File: src/rtl/rn_pkg.sv
package rn_pkg;
  typedef enum logic {
    RC_INT = 1'b0,
    RC_FP  = 1'b1
  } reg_class_e;
endpackage

File: src/rtl/rn_alias_table.sv
module rn_alias_table #(
  parameter int NUM_ARCH = 8,
  parameter int PTAG_W   = 7,
  parameter int NUM_WR   = 3,
  parameter int NUM_RD   = 6,
  localparam int AIDX_W  = $clog2(NUM_ARCH)
) (
  input  logic                                 clk_i,
  input  logic                                 rst_ni,
  input  logic                                 rec_en_i,
  input  logic [NUM_ARCH-1:0][PTAG_W-1:0]      rec_map_i,
  input  logic [NUM_WR-1:0]                    wr_en_i,
  input  logic [NUM_WR-1:0][AIDX_W-1:0]        wr_idx_i,
  input  logic [NUM_WR-1:0][PTAG_W-1:0]        wr_tag_i,
  input  logic [NUM_RD-1:0][AIDX_W-1:0]        rd_idx_i,
  output logic [NUM_RD-1:0][PTAG_W-1:0]        rd_tag_o
);
  logic [NUM_ARCH-1:0][PTAG_W-1:0] map_q, map_d;

  // older writes first so the youngest lands last
  always_comb begin
    map_d = map_q;
    if (rec_en_i) begin
      map_d = rec_map_i;
    end else begin
      for (int w = 0; w < NUM_WR; w++) begin
        if (wr_en_i[w]) map_d[wr_idx_i[w]] = wr_tag_i[w];
      end
    end
  end

  always_ff @(posedge clk_i or negedge rst_ni) begin
    if (!rst_ni) begin
      for (int a = 0; a < NUM_ARCH; a++) map_q[a] <= PTAG_W'(a);
    end else begin
      map_q <= map_d;
    end
  end

  for (genvar r = 0; r < NUM_RD; r++) begin : g_rd
    assign rd_tag_o[r] = map_q[rd_idx_i[r]];
  end

  AST_YOUNGEST_WINS: assert property (@(posedge clk_i) disable iff (!rst_ni)
    (!rec_en_i && wr_en_i[NUM_WR-1]) |=> map_q[$past(wr_idx_i[NUM_WR-1])] == $past(wr_tag_i[NUM_WR-1]));
  AST_RECOVER_LOAD: assert property (@(posedge clk_i) disable iff (!rst_ni)
    rec_en_i |=> map_q == $past(rec_map_i));
  AST_IDLE_HOLD: assert property (@(posedge clk_i) disable iff (!rst_ni)
    (!rec_en_i && wr_en_i == '0) |=> $stable(map_q));
endmodule

File: src/rtl/rn_src_resolve.sv
module rn_src_resolve #(
  parameter int NUM_SLOTS = 3,
  parameter int SLOT      = 0,
  parameter int NUM_ARCH  = 8,
  parameter int PTAG_W    = 7,
  localparam int AIDX_W   = $clog2(NUM_ARCH)
) (
  input  logic                                  is_reg_i,
  input  rn_pkg::reg_class_e                    cls_i,
  input  logic [AIDX_W-1:0]                     arch_i,
  input  logic [PTAG_W-1:0]                     int_tag_i,
  input  logic [PTAG_W-1:0]                     fp_tag_i,
  input  logic [NUM_SLOTS-1:0]                  grp_wr_i,
  input  rn_pkg::reg_class_e [NUM_SLOTS-1:0]    grp_cls_i,
  input  logic [NUM_SLOTS-1:0][AIDX_W-1:0]      grp_arch_i,
  input  logic [NUM_SLOTS-1:0][PTAG_W-1:0]      grp_tag_i,
  output logic                                  tagged_o,
  output logic [PTAG_W-1:0]                     tag_o
);
  logic [PTAG_W-1:0] tag;

  // scan older slots oldest first; youngest match overrides
  always_comb begin
    tag = (cls_i == rn_pkg::RC_FP) ? fp_tag_i : int_tag_i;
    for (int k = 0; k < NUM_SLOTS; k++) begin
      if (k < SLOT && grp_wr_i[k] && grp_cls_i[k] == cls_i && grp_arch_i[k] == arch_i)
        tag = grp_tag_i[k];
    end
  end

  assign tagged_o = is_reg_i;
  assign tag_o    = is_reg_i ? tag : '0;
endmodule

File: src/rtl/rn_out_stage.sv
module rn_out_stage #(
  parameter int NUM_SLOTS = 3,
  parameter int PTAG_W    = 7
) (
  input  logic                             clk_i,
  input  logic                             rst_ni,
  input  logic [NUM_SLOTS-1:0]             valid_d_i,
  input  logic [NUM_SLOTS-1:0]             memq_d_i,
  input  logic [NUM_SLOTS-1:0]             a_tg_d_i,
  input  logic [NUM_SLOTS-1:0][PTAG_W-1:0] a_tag_d_i,
  input  logic [NUM_SLOTS-1:0]             b_tg_d_i,
  input  logic [NUM_SLOTS-1:0][PTAG_W-1:0] b_tag_d_i,
  input  logic [NUM_SLOTS-1:0]             d_tg_d_i,
  input  logic [NUM_SLOTS-1:0][PTAG_W-1:0] d_tag_d_i,
  output logic [NUM_SLOTS-1:0]             valid_o,
  output logic [NUM_SLOTS-1:0]             memq_o,
  output logic [NUM_SLOTS-1:0]             a_tg_o,
  output logic [NUM_SLOTS-1:0][PTAG_W-1:0] a_tag_o,
  output logic [NUM_SLOTS-1:0]             b_tg_o,
  output logic [NUM_SLOTS-1:0][PTAG_W-1:0] b_tag_o,
  output logic [NUM_SLOTS-1:0]             d_tg_o,
  output logic [NUM_SLOTS-1:0][PTAG_W-1:0] d_tag_o
);
  always_ff @(posedge clk_i or negedge rst_ni) begin
    if (!rst_ni) begin
      valid_o <= '0;
      memq_o  <= '0;
      a_tg_o  <= '0;
      a_tag_o <= '0;
      b_tg_o  <= '0;
      b_tag_o <= '0;
      d_tg_o  <= '0;
      d_tag_o <= '0;
    end else begin
      valid_o <= valid_d_i;
      memq_o  <= memq_d_i;
      a_tg_o  <= a_tg_d_i;
      a_tag_o <= a_tag_d_i;
      b_tg_o  <= b_tg_d_i;
      b_tag_o <= b_tag_d_i;
      d_tg_o  <= d_tg_d_i;
      d_tag_o <= d_tag_d_i;
    end
  end
endmodule

File: src/rtl/rn_rename3.sv
module rn_rename3 #(
  parameter int NUM_SLOTS = 3,
  parameter int NUM_ARCH  = 8,
  parameter int NUM_PHYS  = 128,
  localparam int PTAG_W   = $clog2(NUM_PHYS),
  localparam int AIDX_W   = $clog2(NUM_ARCH)
) (
  input  logic                             clk_i,
  input  logic                             rst_ni,
  input  logic                             flush_i,
  input  logic [NUM_ARCH-1:0][PTAG_W-1:0]  ret_int_map_i,
  input  logic [NUM_ARCH-1:0][PTAG_W-1:0]  ret_fp_map_i,
  input  logic [NUM_SLOTS-1:0]             uop_valid_i,
  input  logic [NUM_SLOTS-1:0]             uop_fp_i,
  input  logic [NUM_SLOTS-1:0]             uop_mem_i,
  input  logic [NUM_SLOTS-1:0]             src_a_reg_i,
  input  logic [NUM_SLOTS-1:0][AIDX_W-1:0] src_a_arch_i,
  input  logic [NUM_SLOTS-1:0]             src_b_reg_i,
  input  logic [NUM_SLOTS-1:0][AIDX_W-1:0] src_b_arch_i,
  input  logic [NUM_SLOTS-1:0]             dst_reg_i,
  input  logic [NUM_SLOTS-1:0][AIDX_W-1:0] dst_arch_i,
  input  logic [NUM_SLOTS-1:0][PTAG_W-1:0] dst_preg_i,
  output logic [NUM_SLOTS-1:0]             out_valid_o,
  output logic [NUM_SLOTS-1:0]             out_mem_q_o,
  output logic [NUM_SLOTS-1:0]             src_a_tagged_o,
  output logic [NUM_SLOTS-1:0][PTAG_W-1:0] src_a_tag_o,
  output logic [NUM_SLOTS-1:0]             src_b_tagged_o,
  output logic [NUM_SLOTS-1:0][PTAG_W-1:0] src_b_tag_o,
  output logic [NUM_SLOTS-1:0]             dst_tagged_o,
  output logic [NUM_SLOTS-1:0][PTAG_W-1:0] dst_tag_o
);
  localparam int NUM_RD = 2 * NUM_SLOTS;

  logic [NUM_SLOTS-1:0]               live, grp_wr, wr_int, wr_fp;
  rn_pkg::reg_class_e [NUM_SLOTS-1:0] cls;
  logic [NUM_RD-1:0][AIDX_W-1:0]      rd_idx;
  logic [NUM_RD-1:0][PTAG_W-1:0]      int_rd, fp_rd;
  logic [NUM_SLOTS-1:0]               a_tg_d, b_tg_d, d_tg_d, memq_d;
  logic [NUM_SLOTS-1:0][PTAG_W-1:0]   a_tag_d, b_tag_d, d_tag_d;

  assign live = uop_valid_i & ~{NUM_SLOTS{flush_i}};

  for (genvar s = 0; s < NUM_SLOTS; s++) begin : g_slot
    assign cls[s]        = rn_pkg::reg_class_e'(uop_fp_i[s]);
    assign grp_wr[s]     = live[s] & dst_reg_i[s];
    assign wr_int[s]     = grp_wr[s] & (cls[s] == rn_pkg::RC_INT);
    assign wr_fp[s]      = grp_wr[s] & (cls[s] == rn_pkg::RC_FP);
    assign rd_idx[2*s]   = src_a_arch_i[s];
    assign rd_idx[2*s+1] = src_b_arch_i[s];
    assign memq_d[s]     = live[s] & uop_mem_i[s];
    assign d_tg_d[s]     = grp_wr[s];
    assign d_tag_d[s]    = grp_wr[s] ? dst_preg_i[s] : '0;

    rn_src_resolve #(
      .NUM_SLOTS(NUM_SLOTS), .SLOT(s), .NUM_ARCH(NUM_ARCH), .PTAG_W(PTAG_W)
    ) u_res_a (
      .is_reg_i  (live[s] & src_a_reg_i[s]),
      .cls_i     (cls[s]),
      .arch_i    (src_a_arch_i[s]),
      .int_tag_i (int_rd[2*s]),
      .fp_tag_i  (fp_rd[2*s]),
      .grp_wr_i  (grp_wr),
      .grp_cls_i (cls),
      .grp_arch_i(dst_arch_i),
      .grp_tag_i (dst_preg_i),
      .tagged_o  (a_tg_d[s]),
      .tag_o     (a_tag_d[s])
    );

    rn_src_resolve #(
      .NUM_SLOTS(NUM_SLOTS), .SLOT(s), .NUM_ARCH(NUM_ARCH), .PTAG_W(PTAG_W)
    ) u_res_b (
      .is_reg_i  (live[s] & src_b_reg_i[s]),
      .cls_i     (cls[s]),
      .arch_i    (src_b_arch_i[s]),
      .int_tag_i (int_rd[2*s+1]),
      .fp_tag_i  (fp_rd[2*s+1]),
      .grp_wr_i  (grp_wr),
      .grp_cls_i (cls),
      .grp_arch_i(dst_arch_i),
      .grp_tag_i (dst_preg_i),
      .tagged_o  (b_tg_d[s]),
      .tag_o     (b_tag_d[s])
    );

    AST_DST_TAGGED: assert property (@(posedge clk_i) disable iff (!rst_ni)
      (uop_valid_i[s] && !flush_i && dst_reg_i[s]) |=>
        (dst_tagged_o[s] && dst_tag_o[s] == $past(dst_preg_i[s])));
    AST_SRC_UNTAGGED: assert property (@(posedge clk_i) disable iff (!rst_ni)
      (uop_valid_i[s] && !flush_i && !src_a_reg_i[s]) |=>
        (!src_a_tagged_o[s] && src_a_tag_o[s] == '0));
    AST_QUEUE_SEL: assert property (@(posedge clk_i) disable iff (!rst_ni)
      (uop_valid_i[s] && !flush_i) |=> (out_mem_q_o[s] == $past(uop_mem_i[s])));
    AST_DEAD_SLOT: assert property (@(posedge clk_i) disable iff (!rst_ni)
      !out_valid_o[s] |-> !(dst_tagged_o[s] | src_a_tagged_o[s] | src_b_tagged_o[s] | out_mem_q_o[s]));
  end

  if (NUM_SLOTS > 1) begin : g_byp_chk
    AST_BYPASS_NEXT: assert property (@(posedge clk_i) disable iff (!rst_ni)
      (!flush_i && uop_valid_i[0] && uop_valid_i[1] && dst_reg_i[0] && src_a_reg_i[1] &&
       uop_fp_i[0] == uop_fp_i[1] && dst_arch_i[0] == src_a_arch_i[1]) |=>
        (src_a_tag_o[1] == $past(dst_preg_i[0])));
  end

  rn_alias_table #(
    .NUM_ARCH(NUM_ARCH), .PTAG_W(PTAG_W), .NUM_WR(NUM_SLOTS), .NUM_RD(NUM_RD)
  ) u_int_tab (
    .clk_i    (clk_i),
    .rst_ni   (rst_ni),
    .rec_en_i (flush_i),
    .rec_map_i(ret_int_map_i),
    .wr_en_i  (wr_int),
    .wr_idx_i (dst_arch_i),
    .wr_tag_i (dst_preg_i),
    .rd_idx_i (rd_idx),
    .rd_tag_o (int_rd)
  );

  rn_alias_table #(
    .NUM_ARCH(NUM_ARCH), .PTAG_W(PTAG_W), .NUM_WR(NUM_SLOTS), .NUM_RD(NUM_RD)
  ) u_fp_tab (
    .clk_i    (clk_i),
    .rst_ni   (rst_ni),
    .rec_en_i (flush_i),
    .rec_map_i(ret_fp_map_i),
    .wr_en_i  (wr_fp),
    .wr_idx_i (dst_arch_i),
    .wr_tag_i (dst_preg_i),
    .rd_idx_i (rd_idx),
    .rd_tag_o (fp_rd)
  );

  rn_out_stage #(.NUM_SLOTS(NUM_SLOTS), .PTAG_W(PTAG_W)) u_out (
    .clk_i    (clk_i),
    .rst_ni   (rst_ni),
    .valid_d_i(live),
    .memq_d_i (memq_d),
    .a_tg_d_i (a_tg_d),
    .a_tag_d_i(a_tag_d),
    .b_tg_d_i (b_tg_d),
    .b_tag_d_i(b_tag_d),
    .d_tg_d_i (d_tg_d),
    .d_tag_d_i(d_tag_d),
    .valid_o  (out_valid_o),
    .memq_o   (out_mem_q_o),
    .a_tg_o   (src_a_tagged_o),
    .a_tag_o  (src_a_tag_o),
    .b_tg_o   (src_b_tagged_o),
    .b_tag_o  (src_b_tag_o),
    .d_tg_o   (dst_tagged_o),
    .d_tag_o  (dst_tag_o)
  );

  AST_FLUSH_DROP: assert property (@(posedge clk_i) disable iff (!rst_ni)
    flush_i |=> (out_valid_o == '0));
endmodule

File: config.mk
export PLATFORM = sky130hd
export DESIGN_NAME = rn_rename3
export DESIGN_NICKNAME = d
export VERILOG_FILES = /design/src/rtl/rn_pkg.sv /design/src/rtl/rn_alias_table.sv /design/src/rtl/rn_src_resolve.sv /design/src/rtl/rn_out_stage.sv /design/src/rtl/rn_rename3.sv
export SDC_FILE = /design/constraint.sdc
export NUM_CORES = 1
export LEC_CHECK = 0
export ABC_CLOCK_PERIOD_IN_PS = 2200
export BUFFER_PORTS_ARGS = -buffer_cell sky130_fd_sc_hd__buf_4
export CAP_MARGIN = 30
export CELL_PAD_IN_SITES_DETAIL_PLACEMENT = 2
export CELL_PAD_IN_SITES_GLOBAL_PLACEMENT = 2
export CORE_MARGIN = 8
export CORE_UTILIZATION = 39
export CTS_BUF_LIST = sky130_fd_sc_hd__clkbuf_8
export CTS_CLUSTER_DIAMETER = 40
export DETAILED_ROUTE_END_ITERATION = 16
export GPL_ROUTABILITY_DRIVEN = 0
export PLACE_DENSITY_LB_ADDON = 0.1
export SLEW_MARGIN = 20
export SYNTH_ARGS = -nofsm -noshare
export SYNTH_HDL_FRONTEND = slang
export SYNTH_SLANG_ARGS = --single-unit
export TNS_END_PERCENT = 50
File: constraint.sdc
create_clock -name clk_i -period 2.2 [get_ports clk_i]
set_input_delay 0.33 -clock clk_i [delete_from_list [all_inputs] [get_ports clk_i]]
set_output_delay 0.33 -clock clk_i [all_outputs]
set_load 0.005 [all_outputs]
==> impl_metrics.yaml, run 1 <==
outcome:
  status: "finished clean"
timing:
  relSlewSlack: 0.311
  min_period_ns: 2.19
  tightestPinTransition_ns: 1.03
  fmax_mhz: 456
  skew_ns: 0.0219
  fin_crit_sh: 0.997
  setup_viol: 0
  grt_setup_unrepaired: "false"
  slew_viol_final: 0
  hold_viol_final: 0
synth:
  syn_area_um2: 15800
  yosysWarnings: 0
  syn_nets: 1569
  yosysTopAreaCell: "dfrtp_1"
  async_flop_share: 1.00
  synthCells: 1388
  yosysSeqAreaShare: 0.304
  avgSynthCellArea_um2: 11.3
  synth_edf_count: 0
  ys_ff_latch: 190
  synth_top_cell_area_share: 0.264
  synth_area_leaders: "dfrtp_1 26%, mux4_2 26%, mux2i_1 9.0%"
  ys_types: 67
  synth_top_flop_cell: "dfrtp_1"
hold_path:
  hp-class: "in -> reg"
routing:
  drt_iter0_markers: 2054
  drtAntennaViolNets: 0
  routed_via_density: 7.14
  drc: 0
  first_pass_iters: 6
  vias: 16000
  wire_per_inst_um: 39.2
  routed_wirelength_um: 87700
floorplan:
  top_level_ports: 259
  die-height_um: 217
  die_w_um: 217
  start_util: 0.396
  coreArea_um2: 39800
  die-area_um2: 47100
  rows: 73
clock_network:
  path_clk_slew_ns: 0.12
  post_cts_buffers: 0
  clock_path_buffers: 2
  worstSkewPairLatency_ns: 0.55
  h-tree-depth: 4
  cts_root_buf: "clkbuf_8"
  cts_buffers: 17
  cts_tree: "done"
  cts_sinks: 190
global_routing:
  grt_max_degree: 66
  grt_pass1_wl_um: 126000
  antenna_found_initial: 3
  grtUsageTotal: 0.368
  grt_pass1_vias: 17200
  grt_overflow: 0
final_layout:
  synthToLayoutAreaGrowth_pct: 26.0
  final_cell_count_no_fill: 2239
  drive_above_1_share: 0.410
  finalInstanceArea_um2: 19800
  final_nets: 1881
  final_cell_mix: "407 x buf_4, 180 x mux4_2, 166 x dfrtp_1, 141 x mux2i_1, 78 x nand2_1"
  layout_commonest_cell: "buf_4"
pwr:
  ir_worst_vdd_v: 0.000410
  clkPwrFrac: 0.264
  sequentialPowerShare: 0.411
  cellInternalPower_mw: 6.87
  p_leak_nw: 8.57
  p_total_mw: 10.8
  p_per_area_nw_per_um2: 545
  switching_power_mw: 3.95
  p_sw_frac: 0.365
  pwr-share-comb: 0.325
setup_path:
  cp.required_ns: 2.67
  cp-start-kind: "flip-flop"
  cp.arrival_ns: 2.67
  worstSetupPathType: "reg -> reg"
  worstPathMaxFanout: 7
  crit_path_end_kind: "flip-flop"
job:
  max_cap_violations: 0
placed_design:
  hpwl_um: 67200
  dp.cells: 2187
  dpl_cell_area_um2: 19200
  io_buffers: 258
==> power groups by stage <==
| stage | clock (mW) | sequential, mW | combinational [mW] |
|---|---|---|---|
| floorplan | 0 | 4.07 | 1.92 |
| global placement | 0 | 4.38 | 3.28 |
| detailed placement | 0 | 4.42 | 3.41 |
| CTS | 2.89 | 4.35 | 3.45 |
| global route | 2.98 | 4.41 | 3.64 |
| finish | 2.86 | 4.44 | 3.51 |
==> area by class of cell <==
cell class,count,area (um2)
repair buffers,443,3580
clock buffers,20,275
fillers,4050,20000
multi-input cells,1033,10300
clock inverters,12,183
diodes,1,2.50
well taps,525,657
inverters,15,56.3
flip-flops and latches,190,4780
==> Yosys cell counts (24+ instances only) <==
library cell	instances
mux4_2	180
dfrtp_1	166
mux2i_1	141
clkbuf_1	93
nand2_1	78
a221o_1	72
nor2_1	62
a21oi_1	53
nor2b_1	48
o21ai_0	44
a211oi_1	43
buf_2	39
a221oi_1	34
and2_1	31
nand3_1	26
dfstp_2	24
==> worst max-delay path, cell delays in order, from the launching register on <==
cell and delay [ns]:
dfstp_2 0.65, mux4_2 0.26, nor2b_1 0.18, a211oi_1 0.09, buf_4 0.17, a2111oi_0 0.56, a221o_1 0.21
==> per-layer routing <==
layer / global-route usage / share of wire / vias up
li1: - / - / 6208
met1: 0.459 / 0.36 / 8345
met2: 0.578 / 0.46 / 1175
met3: 0.0845 / 0.11 / 264
met4: 0.222 / 0.065 / 0
met5: 0 / 0 / -
==> cell families (layout without fill, tap and decap cells) <==
logic type | count (synthesis) | count (layout) | share of synthesized area
mux | 339 | 339 | 0.360
buf+inv | 165 | 490 | 0.0441
simple gates | 328 | 328 | 0.114
xor+xnor | 21 | 21 | 0.0117
other cells | 0 | 1 | 0
compound gates | 345 | 345 | 0.166
flops | 190 | 190 | 0.304
==> through the flow <==
step           setup TNS (ns)   util  setup WS, ns  hold WS, ns
2_1_floorplan               0      -        0.0605       0.0344
3_3_place_gp           -0.417  0.482        -0.133        0.342
3_5_place_dp            -1.18  0.482        -0.156        0.341
4_1_cts                     0  0.498        0.0217      0.00143
5_1_grt                     0  0.498        0.0336       0.0233
6_report                    0  0.498       0.00645       0.0272
==> final timing paths <==
kind	start	end	slack, ns	cells past startpoint
hold / removal	ret_int_map_i[25]	u_int_tab.map_q[25]	0.03	3
setup / recovery	u_fp_tab.map_q[22]	u_out.a_tag_o[15]	0.006	6
hold reg to reg	u_fp_tab.map_q[22]	u_fp_tab.map_q[22]	0.70	2
min in group asynchronous	rst_ni	u_out.memq_o[1]	0.33	2
max in group asynchronous	rst_ni	u_fp_tab.map_q[50]	0.99	3
setup reg to reg	u_fp_tab.map_q[22]	u_out.a_tag_o[15]	0.006	6
==> flip-flops by register name, indices dropped and copies added (netlist names) <==
register,flops
u_out.d_tag_o,21
u_out.memq_o,3
u_out.d_tg_o,3
u_out.a_tag_o,21
u_out.b_tg_o,3
u_int_tab.map_q,56
u_out.b_tag_o,21
u_fp_tab.map_q,56
u_out.valid_o,3
u_out.a_tg_o,3
==> repair_timing <==
action / CTS / global route
setup endpoints to repair: 1 / 2
resized for setup: 1 / 2
gates cloned: 0 / 0
pin swaps: 0 / 0
hold buffers: 19 / 0
hold endpoints to repair: 53 / 0
Note: power is estimated with default switching activity, not from simulation.
==> run 2, diff against run 1 <==
--- a/config.mk
+++ b/config.mk
@@ -11,7 +11,7 @@
 export CELL_PAD_IN_SITES_DETAIL_PLACEMENT = 2
 export CELL_PAD_IN_SITES_GLOBAL_PLACEMENT = 2
 export CORE_MARGIN = 8
-export CORE_UTILIZATION = 39
+export CORE_UTILIZATION = 35
 export CTS_BUF_LIST = sky130_fd_sc_hd__clkbuf_8
 export CTS_CLUSTER_DIAMETER = 40
 export DETAILED_ROUTE_END_ITERATION = 16
==> run 2 against run 1 <==
  * Final area rose by 4.4%
  * Wire length up 6.0%
  * Final cell count up 7.6%
  * Power increased by 1.1%
  * First-iteration DRC count stayed put
  * Combinational power up 6.0%
  * Global-route usage decreased by 1.9 points
  * Core utilization is 3.1 points lower
  * Clock power decreased by 3%
  * Sequential share of layout area down 1.0 points
  * Non-clock buffer count up 104
  * Flip-flop and latch count did not move
==> impl_metrics.yaml, run 2 (same netlist as run 1, synthesis figures left out) <==
setup_path:
  ff2ff_setup_slack_ns: 0.008
  crit_start: "u_int_tab.map_q[10]"
  regToRegEndpoint: "u_out.a_tag_o[10]"
  crit_path_top_delay_cell: "dfrtp_1"
  reg2reg_depth: 5
  r2r_start: "u_int_tab.map_q[10]"
  cpPeakStageDelay_ns: 0.59
  crit_path_end_kind: "flip-flop"
  worstSetupPathType: "reg -> reg"
  crit_family: "compound AO/OA/AOI/OAI gates"
  path_buf_inv: 0
  crit_chain: "mux4_2 > nor2b_1 > a211oi_1 > a21oi_1 > a22o_1"
  cp-start-kind: "flip-flop"
  worstPathMaxFanout: 7
  cp.required_ns: 2.67
  cp.arrival_ns: 2.66
timing:
  tns_ns: 0
  min_period_ns: 2.19
  slew_viol_final: 0
  fmax_mhz: 456
  skew_ns: 0.0278
  setup_viol: 0
  relSlewSlack: 0.507
  fin_crit_sh: 0.996
  tightestPinTransition_ns: 0.740
  hold_viol_final: 0
  grt_setup_unrepaired: "false"
floorplan:
  die_w_um: 228
  top_level_ports: 259
  start_util: 0.355
  coreArea_um2: 44300
  die-area_um2: 52000
  die-height_um: 228
  rows: 77
clock_network:
  path_clk_slew_ns: 0.13
  h-tree-depth: 4
  cts_root_buf: "clkbuf_8"
  worstSkewPairLatency_ns: 0.56
  cts_buffers: 17
  clock_path_buffers: 2
  cts_tree: "done"
  cts_sinks: 190
  post_cts_buffers: 0
hold_path:
  hold_start: "ret_int_map_i[18]"
  hp-class: "in -> reg"
  worst_hold_path.endpoint: "u_int_tab.map_q[18]"
  min_path_cells: 3
placed_design:
  io_buffers: 258
  dp.cells: 2329
  hpwl_um: 70300
final_layout:
  final_nets: 1985
  drive_above_1_share: 0.426
  final_util: 0.467
  synthToLayoutAreaGrowth_pct: 31.5
  largestRegisters: "u_fp_tab.map_q x56, u_int_tab.map_q x56"
  final_cell_count_no_fill: 2410
  layout_commonest_cell: "buf_4"
  final_cell_mix: "485 x buf_4, 180 x mux4_2, 166 x dfrtp_1, 141 x mux2i_1, 78 x nand2_1"
  fill_cells: 4568
global_routing:
  grt_max_degree: 54
  grtUsageTotal: 0.349
  antenna_found_initial: 6
  grt_pass1_wl_um: 133000
  grt_pass1_vias: 18000
  grt_overflow: 0
routing:
  routed_via_density: 6.92
  first_pass_iters: 5
  drtAntennaViolNets: 0
  wire_per_inst_um: 38.6
  drt_iter0_markers: 2054
  drc: 0
  vias: 16700
  routed_wirelength_um: 93000
pwr:
  pwr-share-comb: 0.341
  p_per_area_nw_per_um2: 528
  sequentialPowerShare: 0.406
  p_sw_frac: 0.371
  p_leak_nw: 9.04
  clkPwrFrac: 0.253
  switching_power_mw: 4.06
  p_total_mw: 10.9
  cellInternalPower_mw: 6.87
  ir_worst_vdd_v: 0.000366
job:
  max_cap_violations: 0
outcome:
  status: "finished clean"
-- run 2: how the worst max path moves through the flow --
| stage | to | slack, ns | cells past startpoint |
|---|---|---|---|
| 2_1_floorplan | u_out.a_tag_o[3] | 0.06 | 5 |
| 3_3_place_gp | u_out.a_tag_o[16] | -0.17 | 7 |
| 3_5_place_dp | u_out.a_tag_o[16] | -0.26 | 7 |
| 4_1_cts | u_out.a_tag_o[10] | 0.08 | 5 |
| 5_1_grt | u_out.a_tag_o[19] | 0.02 | 6 |
| 6_report | u_out.a_tag_o[10] | 0.008 | 5 |
-- run 2: through the flow --
stage / area (um2) / hold slack, ns / setup slack, ns
floorplan: 15800 / 0.0344 / 0.0605
global placement: 19800 / 0.348 / -0.167
detailed placement: 19800 / 0.353 / -0.262
CTS: 20700 / 0.000199 / 0.0787
global route: 20700 / 0.0106 / 0.0210
finish: 20700 / 0.0186 / 0.00804
-- run 2: metal layers --
metal	part of all wire	global-route usage	up-vias
met2	0.46	0.551	1228
li1	-	-	6420
met1	0.37	0.434	8718
met3	0.10	0.0786	309
met5	0.00012	0	-
met4	0.067	0.212	2
-- run 2: worst min-delay path: cells and delay by family --
kind	cells	cell delay, ns
compound gates	2	0.13
buf+inv	1	0.08
-- run 2: final cells by class --
type / count / area, um2 / area share
clock buffers: 17 / 234 / 0.0113
well taps: 592 / 741 / 0.0358
repair buffers: 547 / 4400 / 0.212
inverters: 15 / 56.3 / 0.00272
diodes: 1 / 2.50 / 0.000121
clock inverters: 15 / 196 / 0.00949
flip-flops and latches: 190 / 4780 / 0.231
multi-input cells: 1033 / 10300 / 0.497
-- run 2: power groups by stage --
stage	Sequential (mW)	Clock, mW	Combinational, mW
3_5_place_dp	4.41	0	3.56
3_3_place_gp	4.39	0	3.45
4_1_cts	4.35	2.79	3.66
2_1_floorplan	4.07	0	1.92
6_report	4.44	2.77	3.72
5_1_grt	4.40	2.89	3.86
-- run 2: what timing repair did --
action	in CTS	in global routing
endpoints found under the hold margin	85	0
hold buffers	48	0
resized for setup	1	0
endpoints found under the setup margin	1	0
==> run 3, diff against run 2 <==
--- a/config.mk
+++ b/config.mk
@@ -6,8 +6,8 @@
 export NUM_CORES = 1
 export LEC_CHECK = 0
 export ABC_CLOCK_PERIOD_IN_PS = 2200
-export BUFFER_PORTS_ARGS = -buffer_cell sky130_fd_sc_hd__buf_4
-export CAP_MARGIN = 30
+export BUFFER_PORTS_ARGS = -buffer_cell sky130_fd_sc_hd__buf_2
+export CAP_MARGIN = 40
 export CELL_PAD_IN_SITES_DETAIL_PLACEMENT = 2
 export CELL_PAD_IN_SITES_GLOBAL_PLACEMENT = 2
 export CORE_MARGIN = 8
==> run 3 against run 2 <==
  * Core utilization is 0.059 points lower
  * Clock skew is 0.0033 ns lower
  * Final cell count rose by 1.8%
  * Worst hold slack got worse by 0.0067 ns
  * Global-route usage grew 0.49 points
  * Clock power fell by 7.6%
  * Register-to-register slack better by 0.03 ns
  * Power shrank 2.2%
  * Flip-flop and latch count stayed put
  * Sequential share of layout area about the same
  * Die area unchanged
  * Critical path depth is 1 higher
  * Critical endpoint is now u_out.a_tag_o[15]
  * Largest cell class unchanged
  * Highest routed layer unchanged
==> impl_metrics.yaml, run 3 (same netlist as run 1, synthesis figures left out) <==
hold_path:
  min_path_cells: 3
  worst_hold_path.endpoint: "u_fp_tab.map_q[18]"
  hp-class: "in -> reg"
  hold_start: "ret_fp_map_i[18]"
global_routing:
  grt_pass1_wl_um: 134000
  antenna_found_initial: 5
  grtUsageTotal: 0.354
  grt_overflow: 0
  grt_pass1_vias: 18200
  grt_max_degree: 50
floorplan:
  start_util: 0.355
  die-height_um: 228
  coreArea_um2: 44300
  die_w_um: 228
  rows: 77
  die-area_um2: 52000
  top_level_ports: 259
timing:
  slew_viol_final: 0
  fin_crit_sh: 0.984
  setup_viol: 0
  fin_ws_ns: 0.0348
  skew_ns: 0.0245
  hold_viol_final: 0
  grt_setup_unrepaired: "false"
  tns_ns: 0
  min_period_ns: 2.17
  relSlewSlack: 0.410
  tightestPinTransition_ns: 0.883
  fmax_mhz: 462
setup_path:
  cp.required_ns: 2.70
  crit_path_end_kind: "flip-flop"
  regToRegEndpoint: "u_out.a_tag_o[15]"
  crit_path_top_delay_cell: "dfrtp_1"
  worstPathMaxFanout: 4
  reg2reg_depth: 6
  crit_chain: "mux4_2 > nor2b_1 > a211oi_1 > buf_4 > a2111oi_0 > a221o_1"
  worstSetupPathType: "reg -> reg"
  cp.arrival_ns: 2.67
  r2r_start: "u_fp_tab.map_q[1]"
  cp-start-kind: "flip-flop"
  cpPeakStageDelay_ns: 0.49
  crit_family: "compound AO/OA/AOI/OAI gates"
  path_buf_inv: 1
  ff2ff_setup_slack_ns: 0.03
pwr:
  ir_worst_vdd_v: 0.000402
  p_per_area_nw_per_um2: 517
  p_leak_nw: 9.09
  p_total_mw: 10.7
clock_network:
  h-tree-depth: 4
  path_clk_slew_ns: 0.11
  cts_root_buf: "clkbuf_8"
  cts_tree: "done"
  post_cts_buffers: 0
  cts_sinks: 190
  cts_buffers: 17
  worstSkewPairLatency_ns: 0.62
  clock_path_buffers: 2
routing:
  routed_wirelength_um: 93800
  drtAntennaViolNets: 0
  drt_iter0_markers: 1921
  first_pass_iters: 5
  routed_via_density: 6.84
  drc: 0
  vias: 16800
  wire_per_inst_um: 38.2
final_layout:
  largestRegisters: "u_fp_tab.map_q x56, u_int_tab.map_q x56"
  drive_above_1_share: 0.412
  final_nets: 2027
  final_cell_count_no_fill: 2453
  finalInstanceArea_um2: 20700
  synthToLayoutAreaGrowth_pct: 31.3
  layout_commonest_cell: "buf_2"
  fill_cells: 4565
  final_cell_mix: "257 x buf_2, 200 x buf_4, 180 x mux4_2, 166 x dfrtp_1, 141 x mux2i_1"
placed_design:
  io_buffers: 258
  hpwl_um: 70400
  dp_slack_ns: -0.171
  dp.cells: 2318
  dpl_cell_area_um2: 19300
job:
  max_cap_violations: 0
outcome:
  status: "finished clean"
## run 3: cell types whose count changed in the layout (fill, tap and decap cells not counted), sizes merged
cell,previous run,this run
dlygate4sd3,48,101
diode,1,2
buf,498,487
clkbuf,18,19
bufinv,4,1
clkinvlp,3,6
inv,19,18
## run 3: layout make-up
class	count	area (um2)	share of cell area
Antenna cell	2	5.00	0.000242
Clock buffer	18	248	0.0120
Inverter	15	56.3	0.00272
Tap cell	592	741	0.0358
Timing Repair Buffer	589	4410	0.213
Sequential cell	190	4780	0.231
Multi-Input combinational cell	1033	10300	0.498
Clock inverter	14	136	0.00659
## run 3: stage by stage
step / util / hold WS [ns]
after floorplan: - / 0.0344
after global placement: 0.435 / 0.341
after detailed placement: 0.435 / 0.347
after CTS: 0.467 / 0.00401
after global routing: 0.467 / 0.00494
final: 0.467 / 0.0119
## run 3: worst max-delay path by stage
stage	from	endpoint	slack (ns)	depth (start not counted)
after global routing	u_fp_tab.map_q[8]	u_out.a_tag_o[15]	0.008	6
after global placement	src_a_arch_i[6]	u_out.a_tag_o[14]	-0.12	7
after detailed placement	src_a_arch_i[6]	u_out.a_tag_o[14]	-0.17	7
after floorplan	src_a_arch_i[0]	u_out.a_tag_o[3]	0.06	5
after CTS	u_fp_tab.map_q[8]	u_out.a_tag_o[15]	0.06	6
final	u_fp_tab.map_q[1]	u_out.a_tag_o[15]	0.03	6
## run 3: layer usage
layer,global-route usage,vias to the layer above,share of wire
met5,0,-,0.00013
met1,0.442,8741,0.37
met3,0.0900,290,0.10
met4,0.194,2,0.060
li1,-,6504,-
met2,0.559,1242,0.46
## run 3: worst register-to-register path, cell delays in order, from the launching register on
cell       delay (ns)
dfrtp_1          0.49
mux4_2           0.48
nor2b_1          0.14
a211oi_1         0.35
buf_4            0.21
a2111oi_0        0.08
a221o_1          0.30
## run 3: report_power, final
group,total (mW),leakage [nW],switching (mW),internal [mW]
logic,3.69,6.53,1.85,1.84
clock network,2.56,0.179,1.62,0.942
registers,4.44,2.38,0.669,3.77
total,10.7,9.09,4.13,6.55
## run 3: repair_timing
action | in CTS | in global routing
endpoints found under the hold margin | 143 | 0
hold buffers | 101 | 0
endpoints found under the setup margin | 1 | 0
resized for setup | 1 | 0
